==> src/rtl/pld_mc_pkg.sv <==
package pld_mc_pkg;

  typedef enum logic [1:0] {
    MODE_SIMPLE     = 2'd0,
    MODE_COMPLEX    = 2'd1,
    MODE_REGISTERED = 2'd2
  } bank_mode_e;

  // Global mode selection; the spare code falls back to simple.
  function automatic bank_mode_e decode_mode(input logic syn, input logic ac0);
    bank_mode_e m;
    unique case ({syn, ac0})
      2'b11:   m = MODE_COMPLEX;
      2'b01:   m = MODE_REGISTERED;
      default: m = MODE_SIMPLE;
    endcase
    return m;
  endfunction

  // Polarity stage shared by every data path.
  function automatic logic apply_pol(input logic sum, input logic pol);
    return sum ^ pol;
  endfunction

endpackage

==> src/rtl/pld_mode_dec.sv <==
module pld_mode_dec
  import pld_mc_pkg::*;
(
  input  logic       syn_bit,
  input  logic       ac0_bit,
  output bank_mode_e mode,
  output logic       is_reg,
  output logic       is_cpx,
  output logic       is_smp
);

  always_comb begin
    mode   = decode_mode(syn_bit, ac0_bit);
    is_reg = (mode == MODE_REGISTERED);
    is_cpx = (mode == MODE_COMPLEX);
    is_smp = (mode == MODE_SIMPLE);
  end

endmodule

==> src/rtl/pld_macrocell.sv <==
module pld_macrocell
  import pld_mc_pkg::*;
#(
  parameter int NPT      = 8,
  parameter bit IS_INNER = 1'b0
) (
  input  logic           clk,
  input  logic           rst_n,
  input  bank_mode_e     mode,
  input  logic           pol,
  input  logic           dir,
  input  logic           oe_pin_n,
  input  logic [NPT-1:0] pt,
  output logic           pin_out,
  output logic           pin_oe,
  output logic           reg_q,
  output logic           cap_en
);

  logic sum_all;
  logic sum_tail;
  logic q;

  assign sum_all  = |pt;
  assign sum_tail = |pt[NPT-1:1];
  assign cap_en   = (mode == MODE_REGISTERED) && !dir;
  assign reg_q    = q;

  always_ff @(posedge clk or negedge rst_n) begin
    if (!rst_n) begin
      q <= 1'b0;
    end else if (cap_en) begin
      q <= apply_pol(sum_all, pol);
    end
  end

  always_comb begin
    pin_out = apply_pol(sum_all, pol);
    pin_oe  = 1'b1;
    unique case (mode)
      MODE_REGISTERED: begin
        if (!dir) begin
          pin_out = ~q;
          pin_oe  = ~oe_pin_n;
        end else begin
          pin_out = apply_pol(sum_tail, pol);
          pin_oe  = pt[0];
        end
      end
      MODE_COMPLEX: begin
        pin_out = apply_pol(sum_tail, pol);
        pin_oe  = pt[0];
      end
      default: begin
        pin_out = apply_pol(sum_all, pol);
        pin_oe  = IS_INNER ? 1'b1 : !dir;
      end
    endcase
  end

endmodule

==> src/rtl/pld_fb_router.sv <==
module pld_fb_router
  import pld_mc_pkg::*;
#(
  parameter int NCELL = 8
) (
  input  bank_mode_e       mode,
  input  logic [NCELL-1:0] dir_bits,
  input  logic [NCELL-1:0] pin_in,
  input  logic [NCELL-1:0] reg_q,
  input  logic             ck_pin_lvl,
  input  logic             oe_pin_n,
  output logic [NCELL-1:0] fb_out
);

  localparam int HALF = NCELL / 2;

  for (genvar i = 0; i < NCELL; i++) begin : g_fb
    logic cpx_src;
    logic smp_src;

    if (i == 0) begin : g_first
      assign cpx_src = ck_pin_lvl;
    end else if (i == NCELL - 1) begin : g_last
      assign cpx_src = oe_pin_n;
    end else begin : g_mid
      assign cpx_src = pin_in[i];
    end

    if (i == HALF - 1 || i == HALF) begin : g_inner
      assign smp_src = 1'b0;
    end else if (i < HALF) begin : g_low
      assign smp_src = pin_in[i+1];
    end else begin : g_high
      assign smp_src = pin_in[i-1];
    end

    always_comb begin
      unique case (mode)
        MODE_REGISTERED: fb_out[i] = dir_bits[i] ? pin_in[i] : reg_q[i];
        MODE_COMPLEX:    fb_out[i] = cpx_src;
        default:         fb_out[i] = smp_src;
      endcase
    end
  end

endmodule

==> src/rtl/pld_olmc_bank.sv <==
module pld_olmc_bank
  import pld_mc_pkg::*;
#(
  parameter int NCELL = 8,
  parameter int NPT   = 8
) (
  input  logic                 clk,
  input  logic                 rst_n,
  input  logic                 syn_bit,
  input  logic                 ac0_bit,
  input  logic [NCELL-1:0]     pol_bits,
  input  logic [NCELL-1:0]     dir_bits,
  input  logic                 ck_pin_lvl,
  input  logic                 oe_pin_n,
  input  logic [NCELL*NPT-1:0] pt_in,
  input  logic [NCELL-1:0]     pin_in,
  output logic [NCELL-1:0]     pin_out,
  output logic [NCELL-1:0]     pin_oe,
  output logic [NCELL-1:0]     fb_out
);

  localparam int HALF = NCELL / 2;

  bank_mode_e       mode;
  logic             is_reg;
  logic             is_cpx;
  logic             is_smp;
  logic [NCELL-1:0] reg_q_vec;
  logic [NCELL-1:0] cap_en_vec;

  pld_mode_dec u_mode (
    .syn_bit (syn_bit),
    .ac0_bit (ac0_bit),
    .mode    (mode),
    .is_reg  (is_reg),
    .is_cpx  (is_cpx),
    .is_smp  (is_smp)
  );

  for (genvar c = 0; c < NCELL; c++) begin : g_cell
    pld_macrocell #(
      .NPT      (NPT),
      .IS_INNER ((c == HALF - 1) || (c == HALF))
    ) u_cell (
      .clk      (clk),
      .rst_n    (rst_n),
      .mode     (mode),
      .pol      (pol_bits[c]),
      .dir      (dir_bits[c]),
      .oe_pin_n (oe_pin_n),
      .pt       (pt_in[c*NPT +: NPT]),
      .pin_out  (pin_out[c]),
      .pin_oe   (pin_oe[c]),
      .reg_q    (reg_q_vec[c]),
      .cap_en   (cap_en_vec[c])
    );
  end

  pld_fb_router #(
    .NCELL (NCELL)
  ) u_fb (
    .mode       (mode),
    .dir_bits   (dir_bits),
    .pin_in     (pin_in),
    .reg_q      (reg_q_vec),
    .ck_pin_lvl (ck_pin_lvl),
    .oe_pin_n   (oe_pin_n),
    .fb_out     (fb_out)
  );

endmodule

==> config.mk <==
export PLATFORM = sky130hd
export DESIGN_NAME = pld_olmc_bank
export DESIGN_NICKNAME = d
export VERILOG_FILES = /design/src/rtl/pld_mc_pkg.sv /design/src/rtl/pld_mode_dec.sv /design/src/rtl/pld_macrocell.sv /design/src/rtl/pld_fb_router.sv /design/src/rtl/pld_olmc_bank.sv
export SDC_FILE = /design/constraint.sdc
export NUM_CORES = 1
export LEC_CHECK = 0
export ABC_AREA = 1
export BUFFER_PORTS_ARGS = -buffer_cell sky130_fd_sc_hd__buf_2
export CAP_MARGIN = 0
export CORE_ASPECT_RATIO = 1.4
export CORE_UTILIZATION = 45
export DETAILED_ROUTE_END_ITERATION = 8
export GPL_TIMING_DRIVEN = 0
export PLACE_DENSITY = 0.87
export SLEW_MARGIN = 10
export SYNTH_ARGS = -nofsm -noshare
export SYNTH_HDL_FRONTEND = slang
export SYNTH_SLANG_ARGS = --single-unit
==> constraint.sdc <==
create_clock -name clk -period 2.1 [get_ports clk]
set_clock_uncertainty 0.15 [all_clocks]
set_input_delay 0.42 -clock clk [delete_from_list [all_inputs] [get_ports clk]]
set_output_delay 0.42 -clock clk [all_outputs]
set_load 0.01 [all_outputs]
==> metrics <==
synthesis warning total=0; setup TNS=0 ps; worst hold start=dir_bits[1]; Clock Power Share=approximately 23%; Max IR drop VDD=0.2462 mV; vias in the first global route=2161; total CTS buffers=3; Power Density=approximately 340 nW/um2; initial drt markers=between 50 and 60; fin. max-slew vios=0; flops & latches, synth=8; largest net degree at the start of global routing=11; Least-Margin Pin Slew=259.9 ps; CTS tree=built; final worst slack=around 51 ps; Flop pwr share=a little under a quarter; Reg-to-Reg Start=g_cell[7].u_cell.reg_q$_DFFE_PN0P_; Initial DRT Pass Iterations=4; pre-CTS setup slack=-72.67 ps; crit path from=syn_bit; leakage power=0.001376 uW; kind of critical path=in2out; status=finished clean; die width=approximately 54 um; commonest cells after routing, fill and taps aside=116 x buf_2, 80 x nand2_1, 65 x nor2_1; clk root buf=clkbuf_8; crit start category=input port; vias per cell=5.000; CP most frequent cell=buf_2; most common cell after layout, fill and taps aside=buf_2; Syn Area/Cell=5.069 um2; Mapped Nets=between 400 and 500; Sw Pwr=307.3 uW; initial antenna violation count=0; Final ANT Viol Nets=0; RSZ-0062 raised after global routing=false; Routed WL per cell=10.15 um; Initial Utilization=about 47%; via count=2485; share of cells above drive strength 1=between 30% and 40%; Worst setup EP type=output pin; mapped cell area=~1700 um2; CTS H-Tree Depth=1; arrival time worst endpoint=around 1500 ps; period utilisation layout=between 90% and 100%; min-delay worst type=in2reg; # clock sinks=8; Tot Pwr=slightly above 800 uW; Final Hold Viols=0; die area=between 4000 and 5000 um2; Worst-path clk slew=40 ps; DPL Wire Length=4185 um; number of buffers and inverters on the critical path=4; Synth cell types=25; most common flop cell mapped by yosys=dfrtp_1; CP max stage cell=or2_2; CP peak stage delay=290 ps; Comb pwr share=between 50% and 60%; number of flip-flops in the largest register=8; latest clock arrival within the worst-skew pair=approximately 230 ps; row cnt=26; CP Cell Sequence=buf_2 -> buf_6 -> or2_2 -> nand2_2 -> nand3b_1 -> nand3_1 -> buf_4 -> buf_2; Clock Tree Buf Depth=2; Crit path max-delay family=simple AND/OR/NAND/NOR gates; Max-Cap Viols=0; all-layer global routing usage=roughly a quarter; Final Util=66.63%; CP required=between 1500 and 2000 ps; Peak Freq=488.1 MHz; Net Sw Frac=approximately 37%; Port Buffers=roughly 120; total grt overflow=0; number of synthesized flops with an enable pin=0; layout overhead on the synthesized area=42.55%; Inserted Diodes=0; Die Y=roughly 74 um; post-synthesis async set-or-reset flop share=100.0%; core footprint=around 3600 um2; Final GP Congestion=about 0.8; internal power=about 500 uW; slew margin rel.=just over 80%; nets=approximately 550; # setup viols final=0; Mapped Cells=between 300 and 400; final WL=approximately 5000 um; final worst path period need=roughly 2000 ps; crit-path max FO=10; DRC viols=0; global-route wire length before repair=roughly 7900 um; sequential area share after synthesis=11.86%; IO Pins=118
## area by class of cell
type,count,area (um2)
Buffer,21,160.2
Clock buffer,3,41.29
Fill cell,364,1205
Inverter,49,183.9
Multi-Input combinational cell,255,1162
Sequential cell,8,200.2
Tap cell,42,52.55
Timing Repair Buffer,119,605.6
## metal layers
layer,wire (um),track usage (%),vias up
met2,2518,50.62,102
met5,0,0,-
met4,123,9.357,0
met1,2015,26.89,1068
li1,-,-,1303
met3,388,2.454,12
## logic make-up after synthesis
logic type      Yosys count  share of synthesized area (%)
buf+inv                  70                          19.72
flops                     8                          11.86
simple gates            193                          47.37
compound gates           62                          21.05
## power groups by stage
stage | registers [uW] | clock network (uW) | logic, uW
after CTS | 192 | 191 | 436
after floorplan | 191 | 0 | 240
final | 192 | 186 | 442
after global placement | 193 | 0 | 424
after detailed placement | 194 | 0 | 431
after global routing | 194 | 196 | 500
## final timing paths
| check | end | slack, ps | cells past startpoint |
|---|---|---|---|
| worst max-delay path | pin_out[4] | 50 | 8 |
| worst min-delay path | g_cell[1].u_cell.reg_q$_DFFE_PN0P_ | 350 | 3 |
| worst max register to register | g_cell[7].u_cell.reg_q$_DFFE_PN0P_ | 1270 | 2 |
| worst min register to register | g_cell[0].u_cell.reg_q$_DFFE_PN0P_ | 380 | 2 |
| max in group asynchronous | g_cell[6].u_cell.reg_q$_DFFE_PN0P_ | 1190 | 2 |
| min in group asynchronous | g_cell[1].u_cell.reg_q$_DFFE_PN0P_ | 430 | 2 |
## Yosys cell counts, drive strengths merged (3+ instances only)
master,count,area (um2)
o21ai,39,195.2
a21oi,5,25.02
nand2,82,307.8
o21a,3,22.52
buf,19,141.4
nor2,68,270.3
dfrtp,8,200.2
inv,49,183.9
nand3,38,190.2
o211ai,8,60.06
## through the flow
step                      cell area (um2)  instances  hold WS, ps
after floorplan                      1688        333       -25.59
after global placement               2326        492        132.7
after detailed placement             2326        492        132.7
after CTS                            2384        496        341.9
after global routing                 2406        497        363.9
final                                2406        497        348.6
## timing repair
| item | CTS | global route |
|---|---|---|
| setup buffers | 0 | 1 |
| endpoints found under the setup margin | 15 | 16 |
| hold endpoints to repair | 8 | 0 |
| gates resized for setup | 3 | 16 |
| hold buffers | 1 | 0 |
## worst min-delay path, stage by stage
cell	delay, ps
buf_2	120
o21ai_0	90
nand2_1	60
(Power assumes the default switching activity.)
